## config.mk

```make
export PLATFORM = sky130hd
export DESIGN_NAME = win_watchdog
export DESIGN_NICKNAME = d
export VERILOG_FILES = /design/src/rtl/wwdt_pkg.sv /design/src/rtl/wwdt_presc.sv /design/src/rtl/wwdt_window.sv /design/src/rtl/wwdt_key.sv /design/src/rtl/win_watchdog.sv
export SDC_FILE = /design/constraint.sdc
export NUM_CORES = 1
export LEC_CHECK = 0
export BUFFER_PORTS_ARGS = -buffer_cell sky130_fd_sc_hd__buf_2
export CAP_MARGIN = 40
export CORE_UTILIZATION = 50
export DETAILED_ROUTE_END_ITERATION = 12
export PLACE_DENSITY = 0.76
export SETUP_SLACK_MARGIN = 0.3
export SYNTH_ARGS = -nofsm -noshare
export SYNTH_HDL_FRONTEND = slang
export SYNTH_SLANG_ARGS = --single-unit
```

## constraint.sdc

```tcl
create_clock -name clk -period 3.1 [get_ports clk]
set_input_delay 0.31 -clock clk [delete_from_list [all_inputs] [get_ports clk]]
set_output_delay 0.31 -clock clk [all_outputs]
set_load 0.02 [all_outputs]
```

## src/rtl/wwdt_pkg.sv

```systemverilog
package wwdt_pkg;

   localparam int CFG_W = 13;

   typedef struct packed {
      logic       frz_sleep;
      logic [3:0] win;
      logic [3:0] div;
      logic [1:0] per;
      logic       act_rst;
      logic       hold;
   } wd_cfg_t;

   // log2 of the period in counting ticks
   function automatic logic [4:0] per_shift(input logic [1:0] code);
      case (code)
         2'b00:   return 5'd8;
         2'b01:   return 5'd12;
         2'b10:   return 5'd14;
         default: return 5'd16;
      endcase
   endfunction

   // log2 of the clock divider; unlisted codes divide by one
   function automatic logic [3:0] div_shift(input logic [3:0] code);
      case (code)
         4'b0100: return 4'd4;
         4'b0101: return 4'd5;
         4'b0110: return 4'd6;
         4'b0111: return 4'd7;
         4'b1000: return 4'd8;
         4'b1011: return 4'd11;
         default: return 4'd0;
      endcase
   endfunction

endpackage

```

## src/rtl/wwdt_presc.sv

```systemverilog
module wwdt_presc #(
   parameter int DIV_W = 11
) (
   input  logic       clk,
   input  logic       rst_n,
   input  logic       active,
   input  logic [3:0] shift,
   output logic       tick
);

   if (DIV_W < 11) begin : g_bad_div
      $error("wwdt_presc: DIV_W must cover a divide by 2048");
   end

   logic [DIV_W-1:0] acc_q;
   logic [DIV_W-1:0] lim;
   logic [DIV_W:0]   span;

   assign span = (DIV_W+1)'(1) << shift;
   assign lim  = DIV_W'(span - 1'b1);
   assign tick = active && (acc_q == lim);

   always_ff @(posedge clk) begin
      if (!rst_n)      acc_q <= '0;
      else if (active) acc_q <= tick ? '0 : acc_q + 1'b1;
   end


   tick_gap_chk: assert property (@(posedge clk) disable iff (!rst_n)
      (tick && lim != '0) |=> !tick);

endmodule

```

## src/rtl/wwdt_window.sv

```systemverilog
module wwdt_window #(
   parameter int CNT_W = 16
) (
   input  logic             clk,
   input  logic             rst_n,
   input  logic [CNT_W-1:0] count,
   input  logic [4:0]       per_sh,
   input  logic [3:0]       mask,
   output logic             ok
);

   localparam int NQ = 4;

   logic [CNT_W:0] full, qtr, cx;
   logic [NQ-1:0]  in_q;

   assign full = (CNT_W+1)'(1) << per_sh;
   assign qtr  = full >> 2;
   assign cx   = {1'b0, count};

   for (genvar q = 0; q < NQ; q++) begin : g_qtr
      logic [CNT_W:0] lo, hi;
      logic           above, below;
      assign lo    = (CNT_W+1)'(q) * qtr;
      assign hi    = (CNT_W+1)'(q + 1) * qtr;
      if (q == 0) begin : g_first
         assign above = 1'b1;
      end else begin : g_rest
         assign above = cx > lo;
      end
      if (q == NQ-1) begin : g_last
         assign below = 1'b1;
      end else begin : g_mid
         assign below = cx <= hi;
      end
      assign in_q[q] = above && below;
   end

   assign ok = (mask == '0) || |(in_q & mask);


   quarter_onehot_chk: assert property (@(posedge clk) disable iff (!rst_n)
      $countones(in_q) == 1);

endmodule

```

## src/rtl/wwdt_key.sv

```systemverilog
module wwdt_key #(
   parameter int               DATA_W = 16,
   parameter logic [DATA_W-1:0] KEY_A = 'h0123,
   parameter logic [DATA_W-1:0] KEY_B = 'h3210
) (
   input  logic              clk,
   input  logic              rst_n,
   input  logic              we,
   input  logic [DATA_W-1:0] data,
   output logic              fire
);

   if (KEY_A == KEY_B) begin : g_bad_key
      $error("wwdt_key: the two keys must differ");
   end

   logic armed_q;

   assign fire = we && armed_q && (data == KEY_B);

   always_ff @(posedge clk) begin
      if (!rst_n)  armed_q <= 1'b0;
      else if (we) armed_q <= (data == KEY_A);
   end


   key_order_chk: assert property (@(posedge clk) disable iff (!rst_n)
      fire |-> $past(we && data == KEY_A));

endmodule

```

## src/rtl/win_watchdog.sv

```systemverilog
module win_watchdog
   import wwdt_pkg::*;
#(
   parameter int               CNT_W  = 16,
   parameter int               DIV_W  = 11,
   parameter int               DATA_W = 16,
   parameter logic [DATA_W-1:0] KEY_A = 'h0123,
   parameter logic [DATA_W-1:0] KEY_B = 'h3210
) (
   input  logic              clk,
   input  logic              rst_n,
   input  logic [CFG_W-1:0]  cfg_i,
   input  logic              cnt_en_i,
   input  logic              sleep_i,
   input  logic              kick_we_i,
   input  logic [DATA_W-1:0] kick_data_i,
   input  logic              clr_we_i,
   input  logic [1:0]        clr_mask_i,
   output logic [1:0]        flags_o,
   output logic [CNT_W-1:0]  count_o,
   output logic              running_o,
   output logic              irq_o,
   output logic              rst_req_o
);

   if (CNT_W < 16) begin : g_bad_cnt
      $error("win_watchdog: CNT_W must hold a 65536 period");
   end

   function automatic logic [CNT_W-1:0] top_of(input logic [4:0] sh);
      logic [CNT_W:0] f;
      f = (CNT_W+1)'(1) << sh;
      return CNT_W'(f - 1'b1);
   endfunction

   wd_cfg_t          cfg_in, cfg_q;
   logic [CNT_W-1:0] cnt_q;
   logic             run_q, rreq_q;
   logic [1:0]       flg_q;
   logic             active, tick, fire, win_ok;
   logic             kick_ok, kick_bad, uflow;
   logic [4:0]       per_sh;

   assign cfg_in = wd_cfg_t'(cfg_i);
   assign per_sh = per_shift(cfg_q.per);
   assign active = run_q && cnt_en_i && !(cfg_q.frz_sleep && sleep_i);

   wwdt_presc #(.DIV_W(DIV_W)) i_presc (
      .clk   (clk),
      .rst_n (rst_n),
      .active(active),
      .shift (div_shift(cfg_q.div)),
      .tick  (tick)
   );

   wwdt_window #(.CNT_W(CNT_W)) i_window (
      .clk   (clk),
      .rst_n (rst_n),
      .count (cnt_q),
      .per_sh(per_sh),
      .mask  (cfg_q.win),
      .ok    (win_ok)
   );

   wwdt_key #(.DATA_W(DATA_W), .KEY_A(KEY_A), .KEY_B(KEY_B)) i_key (
      .clk  (clk),
      .rst_n(rst_n),
      .we   (kick_we_i),
      .data (kick_data_i),
      .fire (fire)
   );

   assign kick_ok  = fire && (!run_q || win_ok);
   assign kick_bad = fire && run_q && !win_ok;
   assign uflow    = tick && (cnt_q == '0) && !kick_ok;

   always_ff @(posedge clk) begin
      if (!rst_n) begin
         cfg_q  <= cfg_in;
         cnt_q  <= top_of(per_shift(cfg_in.per));
         run_q  <= !cfg_in.hold;
         flg_q  <= '0;
         rreq_q <= 1'b0;
      end else begin
         if (kick_ok)               cnt_q <= top_of(per_sh);
         else if (tick)             cnt_q <= (cnt_q == '0) ? top_of(per_sh) : cnt_q - 1'b1;
         run_q    <= run_q || kick_ok;
         flg_q[0] <= (flg_q[0] && !(clr_we_i && clr_mask_i[0])) || uflow;
         flg_q[1] <= (flg_q[1] && !(clr_we_i && clr_mask_i[1])) || kick_bad;
         rreq_q   <= cfg_q.act_rst && (uflow || kick_bad);
      end
   end

   assign flags_o   = flg_q;
   assign count_o   = cnt_q;
   assign running_o = run_q;
   assign irq_o     = !cfg_q.act_rst && (flg_q != '0);
   assign rst_req_o = rreq_q;


   step_chk: assert property (@(posedge clk) disable iff (!rst_n)
      (tick && cnt_q != '0 && !kick_ok) |=> cnt_q == CNT_W'($past(cnt_q) - 1'b1));

   gate_chk: assert property (@(posedge clk) disable iff (!rst_n)
      (!cnt_en_i && !kick_ok) |=> $stable(cnt_q));

   pulse_chk: assert property (@(posedge clk) disable iff (!rst_n)
      rst_req_o |=> !rst_req_o);

   sticky_chk: assert property (@(posedge clk) disable iff (!rst_n)
      (flags_o[0] && !(clr_we_i && clr_mask_i[0])) |=> flags_o[0]);

   hold_chk: assert property (@(posedge clk) disable iff (!rst_n)
      (!running_o && !fire) |=> $stable(cnt_q) && !running_o);

   freeze_chk: assert property (@(posedge clk) disable iff (!rst_n)
      (cfg_q.frz_sleep && sleep_i && !kick_ok) |=> $stable(cnt_q));

   collide_chk: assert property (@(posedge clk) disable iff (!rst_n)
      (kick_ok && !flags_o[0]) |=> !flags_o[0]);

endmodule

```

==> results of run 1 <==
## cell usage after synthesis, types with 3 or more instances
master	count	area, µm²
sky130_fd_sc_hd__xnor2_1	14	122.6
sky130_fd_sc_hd__o211ai_1	3	22.52
sky130_fd_sc_hd__nand2_1	27	101.4
sky130_fd_sc_hd__o31a_1	5	43.79
sky130_fd_sc_hd__o21ai_0	9	45.04
sky130_fd_sc_hd__xor2_1	15	131.4
sky130_fd_sc_hd__ha_1	27	337.8
sky130_fd_sc_hd__nor4_1	10	62.56
sky130_fd_sc_hd__inv_1	16	60.06
sky130_fd_sc_hd__and3_1	3	18.77
sky130_fd_sc_hd__clkbuf_1	4	15.01
sky130_fd_sc_hd__dfxtp_1	16	320.3
sky130_fd_sc_hd__or4_1	5	37.54
sky130_fd_sc_hd__nand3_1	16	80.08
sky130_fd_sc_hd__nand4_1	7	43.79
sky130_fd_sc_hd__nor3_1	11	55.05
sky130_fd_sc_hd__a21oi_1	10	50.05
sky130_fd_sc_hd__nor2_1	30	112.6
sky130_fd_sc_hd__a31oi_1	9	56.30
sky130_fd_sc_hd__edfxtp_1	28	840.8
## what timing repair did
action / CTS / global route
endpoints found under the setup margin: 44 / 46
gates cloned: 1 / 0
hold endpoints to repair: 0 / 0
setup buffers: 4 / 2
gates resized for setup: 12 / 17
pin swaps: 4 / 7
## worst min-delay path by stage
stage | start | endpoint | cells past startpoint
global placement | i_key.armed_q | i_key.armed_q | 2
floorplan | cfg_i[0] | running_o | 1
finish | cfg_i[0] | running_o | 2
CTS | cfg_i[0] | running_o | 2
global route | cfg_i[7] | cfg_q[7] | 1
detailed placement | i_key.armed_q | i_key.armed_q | 2
## worst reg2reg max path, stage by stage (launching register included)
cell	delay (ps)
sky130_fd_sc_hd__edfxtp_1	460
sky130_fd_sc_hd__buf_4	180
sky130_fd_sc_hd__ha_4	150
sky130_fd_sc_hd__inv_2	70
sky130_fd_sc_hd__ha_4	210
sky130_fd_sc_hd__and4_4	200
sky130_fd_sc_hd__and4_4	210
sky130_fd_sc_hd__a21oi_1	130
sky130_fd_sc_hd__o21ai_1	110
sky130_fd_sc_hd__a221o_1	410
sky130_fd_sc_hd__o31a_4	330
sky130_fd_sc_hd__nor2_4	120
sky130_fd_sc_hd__buf_12	140
sky130_fd_sc_hd__a41oi_1	110
## sequential cells by signal (all words and copies together) (netlist names)
register       count
count_o           16
flags_o            2
rst_req_o          1
running_o          1
cfg_q             12
i_key.armed_q      1
i_presc.acc_q     11
## power by group through the flow
| stage | Combinational [µW] | Clock (µW) | Sequential (µW) |
|---|---|---|---|
| after floorplan | 200 | 0 | 731 |
| after global placement | 328 | 0 | 715 |
| after detailed placement | 342 | 0 | 717 |
| after CTS | 367 | 369 | 704 |
| after global routing | 438 | 388 | 711 |
| final | 405 | 360 | 707 |
## kinds of logic after synthesis
logic type,share of synthesized area (%)
AND/OR/NAND/NOR,23.34
multiplexers,1.067
buffers and inverters,2.730
AO/OA/AOI/OAI,12.97
flip-flops,39.59
other,0.1279
XOR/XNOR,8.661
adder cells (fa/ha/maj),11.52
## through the flow
stage / hold slack [ps] / cell area, µm² / TNS, ps
CTS: 173.7 / 3747 / 0
global placement: 471.6 / 3551 / 0
finish: 180.3 / 3844 / -26.33
floorplan: 405.9 / 3054 / 0
global route: 168.1 / 3844 / -3268
detailed placement: 482.0 / 3551 / -1.011
## metal layers
metal | GRT usage (%) | share of wire (%) | vias to the layer above | routed length, µm
met5 | 0 | 0 | - | 0
met4 | 8.148 | 2.5 | 0 | 196
met3 | 4.419 | 4.5 | 15 | 362
met2 | 51.13 | 54 | 84 | 4335
met1 | 30.18 | 39 | 1295 | 3089
li1 | - | - | 1333 | -
## cell type report
| class | count | area, µm² | share of cell area [%] |
|---|---|---|---|
| multi-input combinational | 251 | 1968 | 51.20 |
| tap | 72 | 90.09 | 2.344 |
| sequential | 44 | 1161 | 30.21 |
| timing repair buffer | 81 | 478.0 | 12.43 |
| clock inverter | 3 | 17.52 | 0.4557 |
| clock buffer | 5 | 68.82 | 1.790 |
| inverter | 16 | 60.06 | 1.562 |
==> impl_results.md, run 1 <==
* Failing checks: negative setup slack
* Clock latency reported for the late side of the worst-skew pair at 290 ps
* Pwr/cell area at 382.7 nW/µm²
* Maximum fanout encountered on the critical timing path at 11
* Final setup skew at 6.203 ps
* Share of power burned in the clock network at 24.4%
* Average wire length per cell after detail routing at 16.92 µm
* Clock sink count at 44
* Outcome: finished with violations
* Max Cap Viol at 0
* FF-to-FF path depth at 13
* Yosys warning count at 0
* Synth unique cells at 54
* Number of remaining DRC errors at 0
* GPL Wtd Cong at 0.9228
* CTS Buffer Depth at 2
* Fraction of synthesis flops using an asynchronous set or reset pin at 0%
* Average footprint of a synthesized cell at 9.461 µm²
* Placed instance count at 457
* CP startpoint: cfg_q[2]
* Post-Route Utilization at 68.96%
* Most frequent standard cell in the layout excluding fill and tap cells: sky130_fd_sc_hd__buf_2
* Post-synth EDFFs at 28
* Area Growth Syn to Fin at 31.06%
* Actual slew at the worst max-slew pin at 571.0 ps
* Total via count after detailed routing at 2,727
* Y dimension of the die at 78.59 µm
* Sequential fraction of the synthesis area at 39.59%
* Peak ir drop on the vdd network at 0.0002452 V
* TritonCTS buffer count at 5
* Family with the most delay on the worst path: compound AO/OA/AOI/OAI gates
* Switching power share of the total at 31.93%
* Top_reg_cell synth: sky130_fd_sc_hd__edfxtp_1
* Critical-path cell with the highest stage delay: sky130_fd_sc_hd__edfxtp_1
* Commonest cells after routing, fill and taps aside: sky130_fd_sc_hd__buf_2, sky130_fd_sc_hd__nor2_1, sky130_fd_sc_hd__edfxtp_1
* Maximum level of the CTS H-tree at 2
* Data arrival time at the worst-slack endpoint at 3120 ps
* Number of antenna violations at the first check in global routing at 0
* DP Wirelength at 5792 µm
* Total inserted antenna cells at 0
* Wire length of the first global-routing pass at 12,830 µm
* Number of fill cells at 441
* Setup slack after placement at -1.011 ps
* Worst slew slack as a fraction of its limit at 61.58%
* Endpoint of the worst register-to-register path: count_o[7]
* Sum of buffers and inverters on the critical path at 3
* Final setup margin at -14.49 ps
* RSZ-0062 raised after global routing: yes
* Type of origin of the critical path: flop
* IO Port Bufs at 57
* Minimum clock period after layout at 3114 ps
* Final-stage net count at 463
* Register bit total from synthesis at 44
* Detailed-route wire length at 7985 µm
* Synth Instances at 310
* Worst r2r src: cfg_q[2]
* Sequential share of power at 48.0%
* Width of the chip at 78.59 µm
* Total grt overflow at 0
* Design internal power at 1001 µW
* Clock transition at path regs at 90 ps
* Number of antenna-violating nets in the routed design at 0
* Leak at 0.001513 µW
* Detailed router's first-iteration violation count at 135
* Instance count on the critical path at 13
* Type of the most critical hold path: in -> reg
* Synthesized area at 2933 µm²
* Final-report max-slew violation count at 0
* Design Power at 1471 µW
* Root buffer selected by CTS: sky130_fd_sc_hd__clkbuf_8
* Cts hold-fix bufs at 0
* Worst reg2reg setup slack at -10 ps
* TritonCTS clock tree: yes
* Critical path data required time at 3110 ps
* Final period util at 100.5%
* Number of global-route vias before repair at 2,693
* Die area at 6176 µm²
* Final number of setup-violating endpoints at 3
* Count of pins on the block boundary at 58
* Core Footprint at 5574 µm²
* CP Capture Type: flop
* Power dissipated by switching net loads at 469.8 µW
* Post-Layout Cell Count at 472
* Classification of the worst setup path: reg -> reg
* Sequence of cells on the critical path: buf_4 -> ha_4 -> inv_2 -> ha_4 -> and4_4 -> and4_4 -> a21oi_1 -> o21ai_1 -> a221o_1 -> o31a_4 -> nor2_4 -> buf_12 -> a41oi_1
* Critical Path Sink: count_o[7]
* Worst stage delay on the critical path at 460 ps
* Std cell rows at 27
* Effective utilization at floorplan at 52.62%
* Number of detailed-routing iterations run before antenna repair at 4
* Fin. Hold Viols at 0
* Combinational share of power at 27.5%
* Pin count of the biggest net entering global routing at 25
* Global routing usage summed across all routing layers at 26.88%
* Fraction of layout cells with a size suffix above 1 at 32.50%
* Average vias per placed instance at 5.778
* Highest Clock Rate at 321.1 MHz
Power figures use the tool's default switching activity.
==> run 2: changes to the inputs <==
- TNS_END_PERCENT: not set -> 1
==> impl_results.md, run 2 (synthesized netlist as in run 1, its figures left out) <==
* Final-report max-slew violation count at 0 (unchanged)
* Sum of buffers and inverters on the critical path at 2 (was 3)
* Outcome: finished with violations (unchanged)
* Placed instance count at 460 (was 457)
* Sequence of cells on the critical path: inv_2 -> ha_2 -> inv_1 -> ha_1 -> nor3_2 -> a221oi_1 -> a211oi_2 -> a2111oi_4 -> a221o_1 -> o31a_4 -> or4_4 -> o211ai_1 (was buf_4 -> ha_4 -> inv_2 -> ha_4 -> and4_4 -> and4_4 -> a21oi_1 -> o21ai_1 -> a221o_1 -> o31a_4 -> nor2_4 -> buf_12 -> a41oi_1)
* Final setup margin at -172.9 ps (was -14.49 ps)
* CP Capture Type: flop (unchanged)
* Minimum clock period after layout at 3273 ps (was 3114 ps)
* Post-Route Utilization at 67.56% (was 68.96%)
* Number of remaining DRC errors at 0 (unchanged)
* Maximum fanout encountered on the critical timing path at 7 (was 11)
* Type of origin of the critical path: flop (unchanged)
* Max Cap Viol at 0 (unchanged)
* Average vias per placed instance at 5.741 (was 5.778)
* Peak ir drop on the vdd network at 0.0002646 V (was 0.0002452 V)
* Combinational share of power at 25.4% (was 27.5%)
* Type of the most critical hold path: in -> reg (unchanged)
* Leak at 0.001505 µW (was 0.001513 µW)
* Average wire length per cell after detail routing at 15.87 µm (was 16.92 µm)
* Switching power share of the total at 29.60% (was 31.93%)
* Wire length of the first global-routing pass at 12,250 µm (was 12,830 µm)
* Std cell rows at 27 (unchanged)
* Number of detailed-routing iterations run before antenna repair at 4 (unchanged)
* DP Wirelength at 5716 µm (was 5792 µm)
* Fin. Hold Viols at 0 (unchanged)
* Power dissipated by switching net loads at 437.9 µW (was 469.8 µW)
* Commonest cells after routing, fill and taps aside: sky130_fd_sc_hd__buf_2, sky130_fd_sc_hd__nor2_1, sky130_fd_sc_hd__edfxtp_1 (unchanged)
* Post-Layout Cell Count at 474 (was 472)
* Number of fill cells at 432 (was 441)
* Pwr/cell area at 392.8 nW/µm² (was 382.7 nW/µm²)
* Data arrival time at the worst-slack endpoint at 3400 ps (was 3120 ps)
* Final-stage net count at 465 (was 463)
* Detailed router's first-iteration violation count at 107 (was 135)
* Detailed-route wire length at 7523 µm (was 7985 µm)
* Total inserted antenna cells at 0 (unchanged)
* Fraction of layout cells with a size suffix above 1 at 30.35% (was 32.50%)
* Worst slew slack as a fraction of its limit at 55.14% (was 61.58%)
* Clock latency reported for the late side of the worst-skew pair at 300 ps (was 290 ps)
* Final setup skew at 10.12 ps (was 6.203 ps)
* CTS Buffer Depth at 2 (unchanged)
* Width of the chip at 78.59 µm (unchanged)
* IO Port Bufs at 57 (unchanged)
* Share of power burned in the clock network at 27.2% (was 24.4%)
* Number of antenna violations at the first check in global routing at 0 (unchanged)
* Final period util at 105.6% (was 100.5%)
* Sequential share of power at 47.4% (was 48.0%)
* Actual slew at the worst max-slew pin at 666.7 ps (was 571.0 ps)
* Failing checks: negative setup slack (unchanged)
* Root buffer selected by CTS: sky130_fd_sc_hd__clkbuf_8 (unchanged)
* Total via count after detailed routing at 2,721 (was 2,727)
* Total grt overflow at 0 (unchanged)
* Effective utilization at floorplan at 52.62% (unchanged)
* Count of pins on the block boundary at 58 (unchanged)
* Design Power at 1479 µW (was 1471 µW)
* Pin count of the biggest net entering global routing at 23 (was 25)
* Highest Clock Rate at 305.5 MHz (was 321.1 MHz)
* Clock transition at path regs at 90 ps (about the same)
* Number of flip-flops under the largest register name at 16 (unchanged)
* Critical-path cell with the highest stage delay: sky130_fd_sc_hd__edfxtp_1 (unchanged)
* Design internal power at 1042 µW (was 1001 µW)
* Number of antenna-violating nets in the routed design at 0 (unchanged)
* TritonCTS clock tree: yes (unchanged)
* Worst stage delay on the critical path at 460 ps (about the same)
* Setup TNS at -1480 ps (was -26.33 ps)
* Register Area at 1161 µm² (unchanged)
* Multi-input gate area in the final layout at 1848 µm² (was 1968 µm²)
* GPL Wtd Cong at 0.8958 (was 0.9228)
* Family with the most delay on the worst path: compound AO/OA/AOI/OAI gates (unchanged)
* Final number of setup-violating endpoints at 28 (was 3)
* Area Growth Syn to Fin at 28.41% (was 31.06%)
* Global routing usage summed across all routing layers at 25.50% (was 26.88%)
* Clock sink count at 44 (unchanged)
* Y dimension of the die at 78.59 µm (unchanged)
* Maximum level of the CTS H-tree at 2 (unchanged)
* Most frequent standard cell in the layout excluding fill and tap cells: sky130_fd_sc_hd__buf_2 (unchanged)
* TritonCTS buffer count at 5 (unchanged)
* Core Footprint at 5574 µm² (unchanged)
* Die area at 6176 µm² (unchanged)
* Number of global-route vias before repair at 2,613 (was 2,693)
* RSZ-0062 raised after global routing: yes (unchanged)
* Classification of the worst setup path: reg -> reg (unchanged)
* Critical path data required time at 3230 ps (was 3110 ps)
[run 2: cell types whose count changed in the layout (fill, tap and decap cells not counted), moves of 2 or more]
cell and change:
sky130_fd_sc_hd__o21ai_2 -2, sky130_fd_sc_hd__nand2_2 +2, sky130_fd_sc_hd__buf_4 +2, sky130_fd_sc_hd__nand3_4 -2
sky130_fd_sc_hd__ha_4 -3, sky130_fd_sc_hd__ha_1 +4
[run 2: metal layers]
metal	track usage, %	wire [µm]	vias up
li1	-	-	1341
met1	32.89	3408	1277
met2	41.39	3591	85
met3	5.233	373	18
met4	10.37	150	0
met5	0	0	-
[run 2: final timing paths]
path / from / end / slack (ps) / cells past startpoint
setup / recovery: cfg_q[2] / count_o[13] / -170 / 12
hold / removal: cfg_i[8] / cfg_q[8] / 180 / 1
setup reg to reg: cfg_q[2] / count_o[13] / -170 / 12
hold reg to reg: i_key.armed_q / i_key.armed_q / 520 / 2
[run 2: area by class of cell]
| class | instances | share of cell area [%] |
|---|---|---|
| multi-input cells | 250 | 49.07 |
| flip-flops and latches | 44 | 30.83 |
| repair buffers | 84 | 13.39 |
| clock buffers | 7 | 2.591 |
| well taps | 72 | 2.392 |
| inverters | 16 | 1.595 |
| clock inverters | 1 | 0.1329 |
[run 2: power groups by stage]
stage	registers (µW)	logic, µW	clock network, µW
global route	707	410	435
finish	702	375	402
floorplan	731	199	0
global placement	713	333	0
detailed placement	714	342	0
CTS	701	345	411
[run 2: through the flow]
step	instance area (µm²)	worst slack, ps	hold WS [ps]
detailed placement	3561	-10.91	488.1
CTS	3664	-67.21	176.1
finish	3766	-172.9	182.9
global placement	3561	73.49	477.7
floorplan	3042	173.9	405.9
global route	3766	-242.5	165.9
[run 2: repair_timing]
item	in CTS	in global routing
pin swaps	0	5
buffers inserted	0	6
hold buffers	0	0
setup endpoints to repair	43	45
gates resized for setup	0	15
